### config.mk
export PLATFORM = sky130hd
export DESIGN_NAME = evt_irq_collector
export DESIGN_NICKNAME = d
export VERILOG_FILES = /design/src/rtl/irq_agg_pkg.sv /design/src/rtl/irq_sync2.sv /design/src/rtl/dma_rise_det.sv /design/src/rtl/src_latch.sv /design/src/rtl/evt_irq_collector.sv
export SDC_FILE = /design/constraint.sdc
export NUM_CORES = 1
export LEC_CHECK = 0
export ABC_CLOCK_PERIOD_IN_PS = 1650
export BUFFER_PORTS_ARGS = -buffer_cell sky130_fd_sc_hd__buf_4
export CAP_MARGIN = 20
export CORE_MARGIN = 5
export CORE_UTILIZATION = 50
export CTS_BUF_LIST = sky130_fd_sc_hd__clkbuf_16
export DETAILED_ROUTE_END_ITERATION = 8
export PLACE_DENSITY = 0.82
export SYNTH_ARGS = -nofsm -noshare
export SYNTH_HDL_FRONTEND = slang
export SYNTH_HIERARCHICAL = 1
export SYNTH_SLANG_ARGS = --single-unit
### constraint.sdc
create_clock -name clk -period 1.65 [get_ports clk]
set_input_delay 0.2475 -clock clk [delete_from_list [all_inputs] [get_ports clk]]
set_output_delay 0.2475 -clock clk [all_outputs]
set_load 0.01 [all_outputs]
### src/rtl/irq_agg_pkg.sv
package irq_agg_pkg;
  localparam int BYTE_W = 8;

  typedef enum logic [2:0] {
    ADR_SRC0 = 3'd0,
    ADR_MSK0 = 3'd1,
    ADR_SRC1 = 3'd2,
    ADR_MSK1 = 3'd3,
    ADR_DMSK = 3'd4
  } reg_addr_e;

  // any enabled source bit
  function automatic logic any_unmasked(input logic [BYTE_W-1:0] src,
                                        input logic [BYTE_W-1:0] msk);
    return |(src & ~msk);
  endfunction

  // next latched value: clear on read, then merge fresh events
  function automatic logic [BYTE_W-1:0] next_src(input logic [BYTE_W-1:0] cur,
                                                 input logic [BYTE_W-1:0] evt,
                                                 input logic clr);
    return (clr ? '0 : cur) | evt;
  endfunction
endpackage

### src/rtl/irq_sync2.sv
module irq_sync2 #(
  parameter int W = 4
) (
  input  logic         clk,
  input  logic         rst_n,
  input  logic [W-1:0] d,
  output logic [W-1:0] q
);
  logic [W-1:0] meta_q;
  logic [W-1:0] sync_q;

  for (genvar i = 0; i < W; i++) begin : g_bit
    always_ff @(posedge clk or negedge rst_n) begin
      if (!rst_n) begin
        meta_q[i] <= 1'b0;
        sync_q[i] <= 1'b0;
      end else begin
        meta_q[i] <= d[i];
        sync_q[i] <= meta_q[i];
      end
    end
  end

  assign q = sync_q;
endmodule

### src/rtl/dma_rise_det.sv
module dma_rise_det #(
  parameter int CH = 4
) (
  input  logic          clk,
  input  logic          rst_n,
  input  logic [CH-1:0] stat,
  input  logic [CH-1:0] mask,
  output logic          hit
);
  logic [CH-1:0] prev_q;
  logic [CH-1:0] rise;

  always_ff @(posedge clk or negedge rst_n) begin
    if (!rst_n) prev_q <= '0;
    else        prev_q <= stat;
  end

  assign rise = stat & ~prev_q & ~mask;
  assign hit  = |rise;
endmodule

### src/rtl/src_latch.sv
module src_latch
  import irq_agg_pkg::*;
#(
  parameter int USED = 8
) (
  input  logic              clk,
  input  logic              rst_n,
  input  logic [BYTE_W-1:0] evt,
  input  logic              clr,
  input  logic              mask_wr,
  input  logic [BYTE_W-1:0] mask_wdata,
  output logic [BYTE_W-1:0] src_q,
  output logic [BYTE_W-1:0] mask_q,
  output logic              irq
);
  localparam logic [BYTE_W-1:0] USED_M = BYTE_W'((1 << USED) - 1);

  logic [BYTE_W-1:0] evt_used;
  assign evt_used = evt & USED_M;

  always_ff @(posedge clk or negedge rst_n) begin
    if (!rst_n) begin
      src_q  <= '0;
      mask_q <= '1;
    end else begin
      src_q <= next_src(src_q, evt_used, clr);
      if (mask_wr) mask_q <= mask_wdata;
    end
  end

  assign irq = any_unmasked(src_q, mask_q);
endmodule

### src/rtl/evt_irq_collector.sv
module evt_irq_collector
  import irq_agg_pkg::*;
#(
  parameter int DMA_CH = 4
) (
  input  logic              clk,
  input  logic              rst_n,
  input  logic [3:0]        pin_irq_i,
  input  logic              rx_queued_i,
  input  logic              tx_drained_i,
  input  logic              tx_sent_i,
  input  logic [4:0]        grp1_evt_i,
  input  logic [DMA_CH-1:0] dma_stat_i,
  input  logic              bus_sel_i,
  input  logic              bus_wr_i,
  input  logic [2:0]        bus_addr_i,
  input  logic [7:0]        bus_wdata_i,
  output logic [7:0]        bus_rdata_o,
  output logic              irq0_o,
  output logic              irq1_o
);
  localparam int PIN_N = 4;
  localparam int GRP1_N = 5;

  logic rd_stb, wr_stb;
  logic rd_src0, rd_src1, wr_msk0, wr_msk1, wr_dmsk;
  logic [PIN_N-1:0] pin_lvl;
  logic dma_hit;
  logic [DMA_CH-1:0] dma_msk_q;
  logic [BYTE_W-1:0] evt0, evt1;
  logic [BYTE_W-1:0] src0_q, mask0_q, src1_q, mask1_q;

  assign rd_stb  = bus_sel_i & ~bus_wr_i;
  assign wr_stb  = bus_sel_i &  bus_wr_i;
  assign rd_src0 = rd_stb && (bus_addr_i == ADR_SRC0);
  assign rd_src1 = rd_stb && (bus_addr_i == ADR_SRC1);
  assign wr_msk0 = wr_stb && (bus_addr_i == ADR_MSK0);
  assign wr_msk1 = wr_stb && (bus_addr_i == ADR_MSK1);
  assign wr_dmsk = wr_stb && (bus_addr_i == ADR_DMSK);

  irq_sync2 #(.W(PIN_N)) u_sync (
    .clk(clk), .rst_n(rst_n), .d(pin_irq_i), .q(pin_lvl)
  );

  always_ff @(posedge clk or negedge rst_n) begin
    if (!rst_n)       dma_msk_q <= '1;
    else if (wr_dmsk) dma_msk_q <= bus_wdata_i[DMA_CH-1:0];
  end

  dma_rise_det #(.CH(DMA_CH)) u_dma (
    .clk(clk), .rst_n(rst_n), .stat(dma_stat_i), .mask(dma_msk_q), .hit(dma_hit)
  );

  assign evt0 = {pin_lvl, rx_queued_i, tx_drained_i, tx_sent_i, dma_hit};
  assign evt1 = {{(BYTE_W-GRP1_N){1'b0}}, grp1_evt_i};

  src_latch #(.USED(BYTE_W)) u_src0 (
    .clk(clk), .rst_n(rst_n), .evt(evt0), .clr(rd_src0),
    .mask_wr(wr_msk0), .mask_wdata(bus_wdata_i),
    .src_q(src0_q), .mask_q(mask0_q), .irq(irq0_o)
  );

  src_latch #(.USED(GRP1_N)) u_src1 (
    .clk(clk), .rst_n(rst_n), .evt(evt1), .clr(rd_src1),
    .mask_wr(wr_msk1), .mask_wdata(bus_wdata_i),
    .src_q(src1_q), .mask_q(mask1_q), .irq(irq1_o)
  );

  always_comb begin
    bus_rdata_o = '0;
    case (bus_addr_i)
      ADR_SRC0: bus_rdata_o = src0_q;
      ADR_MSK0: bus_rdata_o = mask0_q;
      ADR_SRC1: bus_rdata_o = src1_q;
      ADR_MSK1: bus_rdata_o = mask1_q;
      ADR_DMSK: bus_rdata_o[DMA_CH-1:0] = dma_msk_q;
      default:  bus_rdata_o = '0;
    endcase
  end
endmodule

==> impl_metrics.sql <==
INSERT INTO impl_metrics (metric_group, metric, value, unit) VALUES
('timing', 'report.final.slew_viol_count', '0', ''),
('timing', 'timing.final.setup_violations', '7', ''),
('timing', 'slew_headroom', '62.8', '%'),
('critical_path', 'crit_arrival', '1.61', 'ns'),
('global_routing', 'grt_pass1_vias', '1480', ''),
('routing', 'route.detailed.wl_per_inst', '18.9', 'um'),
('power_and_ir_drop', 'combinationalPowerShare', '17.4', '%'),
('run_status', 'violations', 'negative setup slack', ''),
('timing', 'hold_ws', '0.0664', 'ns'),
('routing', 'number_of_drc_markers_in_iteration_0', '156', ''),
('final_layout', 'synthToLayoutAreaGrowth', '28.1', '%'),
('clock_tree', 'cts_buffers', '5', ''),
('power_and_ir_drop', 'internal_power', '2.36', 'mW'),
('yosys', 'number_of_instances_in_the_synthesized_netlist', '159', ''),
('yosys', 'synth.yosys.warnings', '6', ''),
('timing', 'min_period_over_period', '112', '%'),
('final_layout', 'layout-drive-gt1-share', '52.9', '%'),
('power_and_ir_drop', 'seq_power_share', '46.6', '%'),
('timing', 'final-hold-violation-count', '0', ''),
('timing', 'finalWorstPathRequiredPeriod', '1.86', 'ns'),
('routing', 'route.antenna.remaining_nets', '0', ''),
('routing', 'ratio_of_routed_vias_to_standard_cells', '5.64', ''),
('min_path', 'hold_class', 'primary input to register', ''),
('die', 'core_region_area', '4030', 'um2'),
('routing', 'drc', '0', ''),
('final_layout', 'layout.cells.most_common', 'buf_4', ''),
('die', 'initial_utilization', '51.7', '%'),
('critical_path', 'family_with_the_most_delay_on_the_worst_path', 'simple AND/OR/NAND/NOR gates', ''),
('critical_path', 'cp_cell_sequence', 'o22ai_1 -> or4_4 -> buf_6', ''),
('die', 'die_x', '74.6', 'um'),
('die', 'dieHeight', '74.6', 'um'),
('global_routing', 'grt_antenna_before_repair', '0', ''),
('critical_path', 'critical_path.startpoint_type', 'register', ''),
('critical_path', 'critical_path.max_stage_delay', '0.55', 'ns'),
('placement', 'place.detailed.hpwl', '3240', 'um'),
('final_layout', 'post-route-util', '66.3', '%'),
('routing', 'drt-pass1-iter-count', '4', ''),
('yosys', 'avgSynthCellArea', '13.1', 'um2'),
('timing', 'setup_tns', '-0.672', 'ns'),
('routing', 'detail_route.wirelength', '4870', 'um'),
('timing', 'max_freq', '539', 'MHz'),
('timing', 'tightest_slew', '0.559', 'ns'),
('clock_tree', 'cts_max_path_buffers', '2', ''),
('yosys', 'syn_area', '2080', 'um2'),
('critical_path', 'path_class', 'register to primary output', ''),
('critical_path', 'end_kind', 'primary output', ''),
('clock_tree', 'clock_insertion_delay_worst_skew', '0.28', 'ns'),
('die', 'placementRows', '23', ''),
('global_routing', 'first_pass_grt_wire_length', '7320', 'um'),
('critical_path', 'worst-path-buf-inv', '1', ''),
('critical_path', 'path_max_fanout', '2', ''),
('global_routing', 'grt.total_usage', '17.9', '%'),
('power_and_ir_drop', 'finalPower', '3.08', 'mW'),
('final_layout', 'most-common-layout-cells', 'buf_4 (41), dfrtp_1 (25), dfstp_2 (20)', ''),
('job', 'maxCapViolCount', '0', ''),
('power_and_ir_drop', 'clkPwrFrac', '36.0', '%'),
('power_and_ir_drop', 'leakagePower', '1.22', 'nW'),
('placement', 'gp_congestion', '0.919', ''),
('global_routing', 'grt_remaining_overflow', '0', ''),
('clock_tree', 'cts_tree', 'yes', ''),
('power_and_ir_drop', 'vdd.ir_drop.worst', '0.782', 'mV'),
('placement', 'placed_area', '2400', 'um2'),
('power_and_ir_drop', 'power.density', '1160', 'nW/um2'),
('final_layout', 'design_area', '2670', 'um2'),
('clock_tree', 'cts.sink_count', '45', ''),
('timing', 'timing.final.ws_setup', '-0.206', 'ns'),
('global_routing', 'grt_max_degree', '46', ''),
('timing', 'skew', '0.00397', 'ns'),
('die', 'die_area', '5560', 'um2'),
('critical_path', 'crit_path_top_delay_cell', 'or4_4', ''),
('final_layout', 'nets', '238', ''),
('power_and_ir_drop', 'swShare', '23.6', '%'),
('timing', 'rsz_0062_raised_after_global_routing', 'yes', ''),
('power_and_ir_drop', 'power.net_switching', '0.727', 'mW'),
('clock_tree', 'ctsHtreeMaxLevel', '2', ''),
('clock_tree', 'root_buffer_master', 'clkbuf_16', ''),
('die', 'design.portCount', '41', ''),
('final_layout', 'num_antenna_cells', '0', ''),
('routing', 'detailroute.via_count', '1455', ''),
('clock_tree', 'clk_transition_reported_paths', '0.06', 'ns'),
('placement', 'buffer_ports.inserted', '40', ''),
('critical_path', 'worst-endpoint-required', '1.40', 'ns'),
('run_status', 'run_status', 'finished, violations left', '');
## layer usage
metal	global-route usage, %	vias up	part of all wire [%]
met2	28.8	62	49
met3	5.27	10	6.7
li1	-	654	-
met4	6.13	0	1.5
met5	0	-	0
met1	23.1	729	42
## final timing paths
| kind | start | end | slack (ns) | cells past startpoint |
|---|---|---|---|---|
| max reg2reg | dma_msk_q[3] | u_src0/src_q[0] | 0.51 | 4 |
| min reg2reg | u_sync/meta_q[1] | u_sync/q[1] | 0.35 | 0 |
| min in group asynchronous | rst_n | u_dma/prev_q[3] | 0.50 | 2 |
| max in group asynchronous | rst_n | u_src0/mask_q[4] | 0.77 | 2 |
| max | u_src0/mask_q[4] | irq0_o | -0.21 | 3 |
| min | pin_irq_i[3] | u_sync/meta_q[3] | 0.07 | 1 |
## per-stage QoR
step	setup slack [ns]	instances
after global routing	-0.226	258
after floorplan	0.110	161
final	-0.206	258
after CTS	-0.171	255
after global placement	0.112	244
after detailed placement	0.0992	244
## power groups by stage
| stage | Combinational [mW] | Clock (mW) | Sequential [mW] |
|---|---|---|---|
| floorplan | 0.298 | 0 | 1.40 |
| global placement | 0.438 | 0 | 1.43 |
| detailed placement | 0.450 | 0 | 1.45 |
| CTS | 0.503 | 1.13 | 1.43 |
| global route | 0.576 | 1.18 | 1.45 |
| finish | 0.537 | 1.11 | 1.44 |
## registers in the layout (all words and copies together) (netlist names)
| name | flops |
|---|---|
| u_dma/prev_q | 4 |
| u_src0/src_q | 8 |
| u_sync/meta_q | 4 |
| dma_msk_q | 4 |
| u_src1/src_q | 5 |
| u_src1/mask_q | 8 |
| u_src0/mask_q | 8 |
| u_sync/q | 4 |
## worst reg2reg max path, cell delays in order (launching register included)
cell     delay, ns
dfstp_2       0.55
nor2_1        0.05
a22oi_1       0.19
nand2_1       0.09
a21o_1        0.16
## area by class of cell
cell class,count,area (um2)
repair buffers,49,397
well taps,50,62.6
clock inverters,3,41.3
inverters,16,60.1
multi-input cells,90,833
fillers,318,1360
clock buffers,5,125
flip-flops and latches,45,1150
## repair_timing
item | CTS | global route
gates resized for setup | 15 | 8
pin swaps | 3 | 3
buffers inserted | 2 | 3
hold endpoints to repair | 25 | 0
hold buffers | 1 | 0
setup endpoints to repair | 6 | 9
Note: power is estimated with default switching activity, not from simulation.
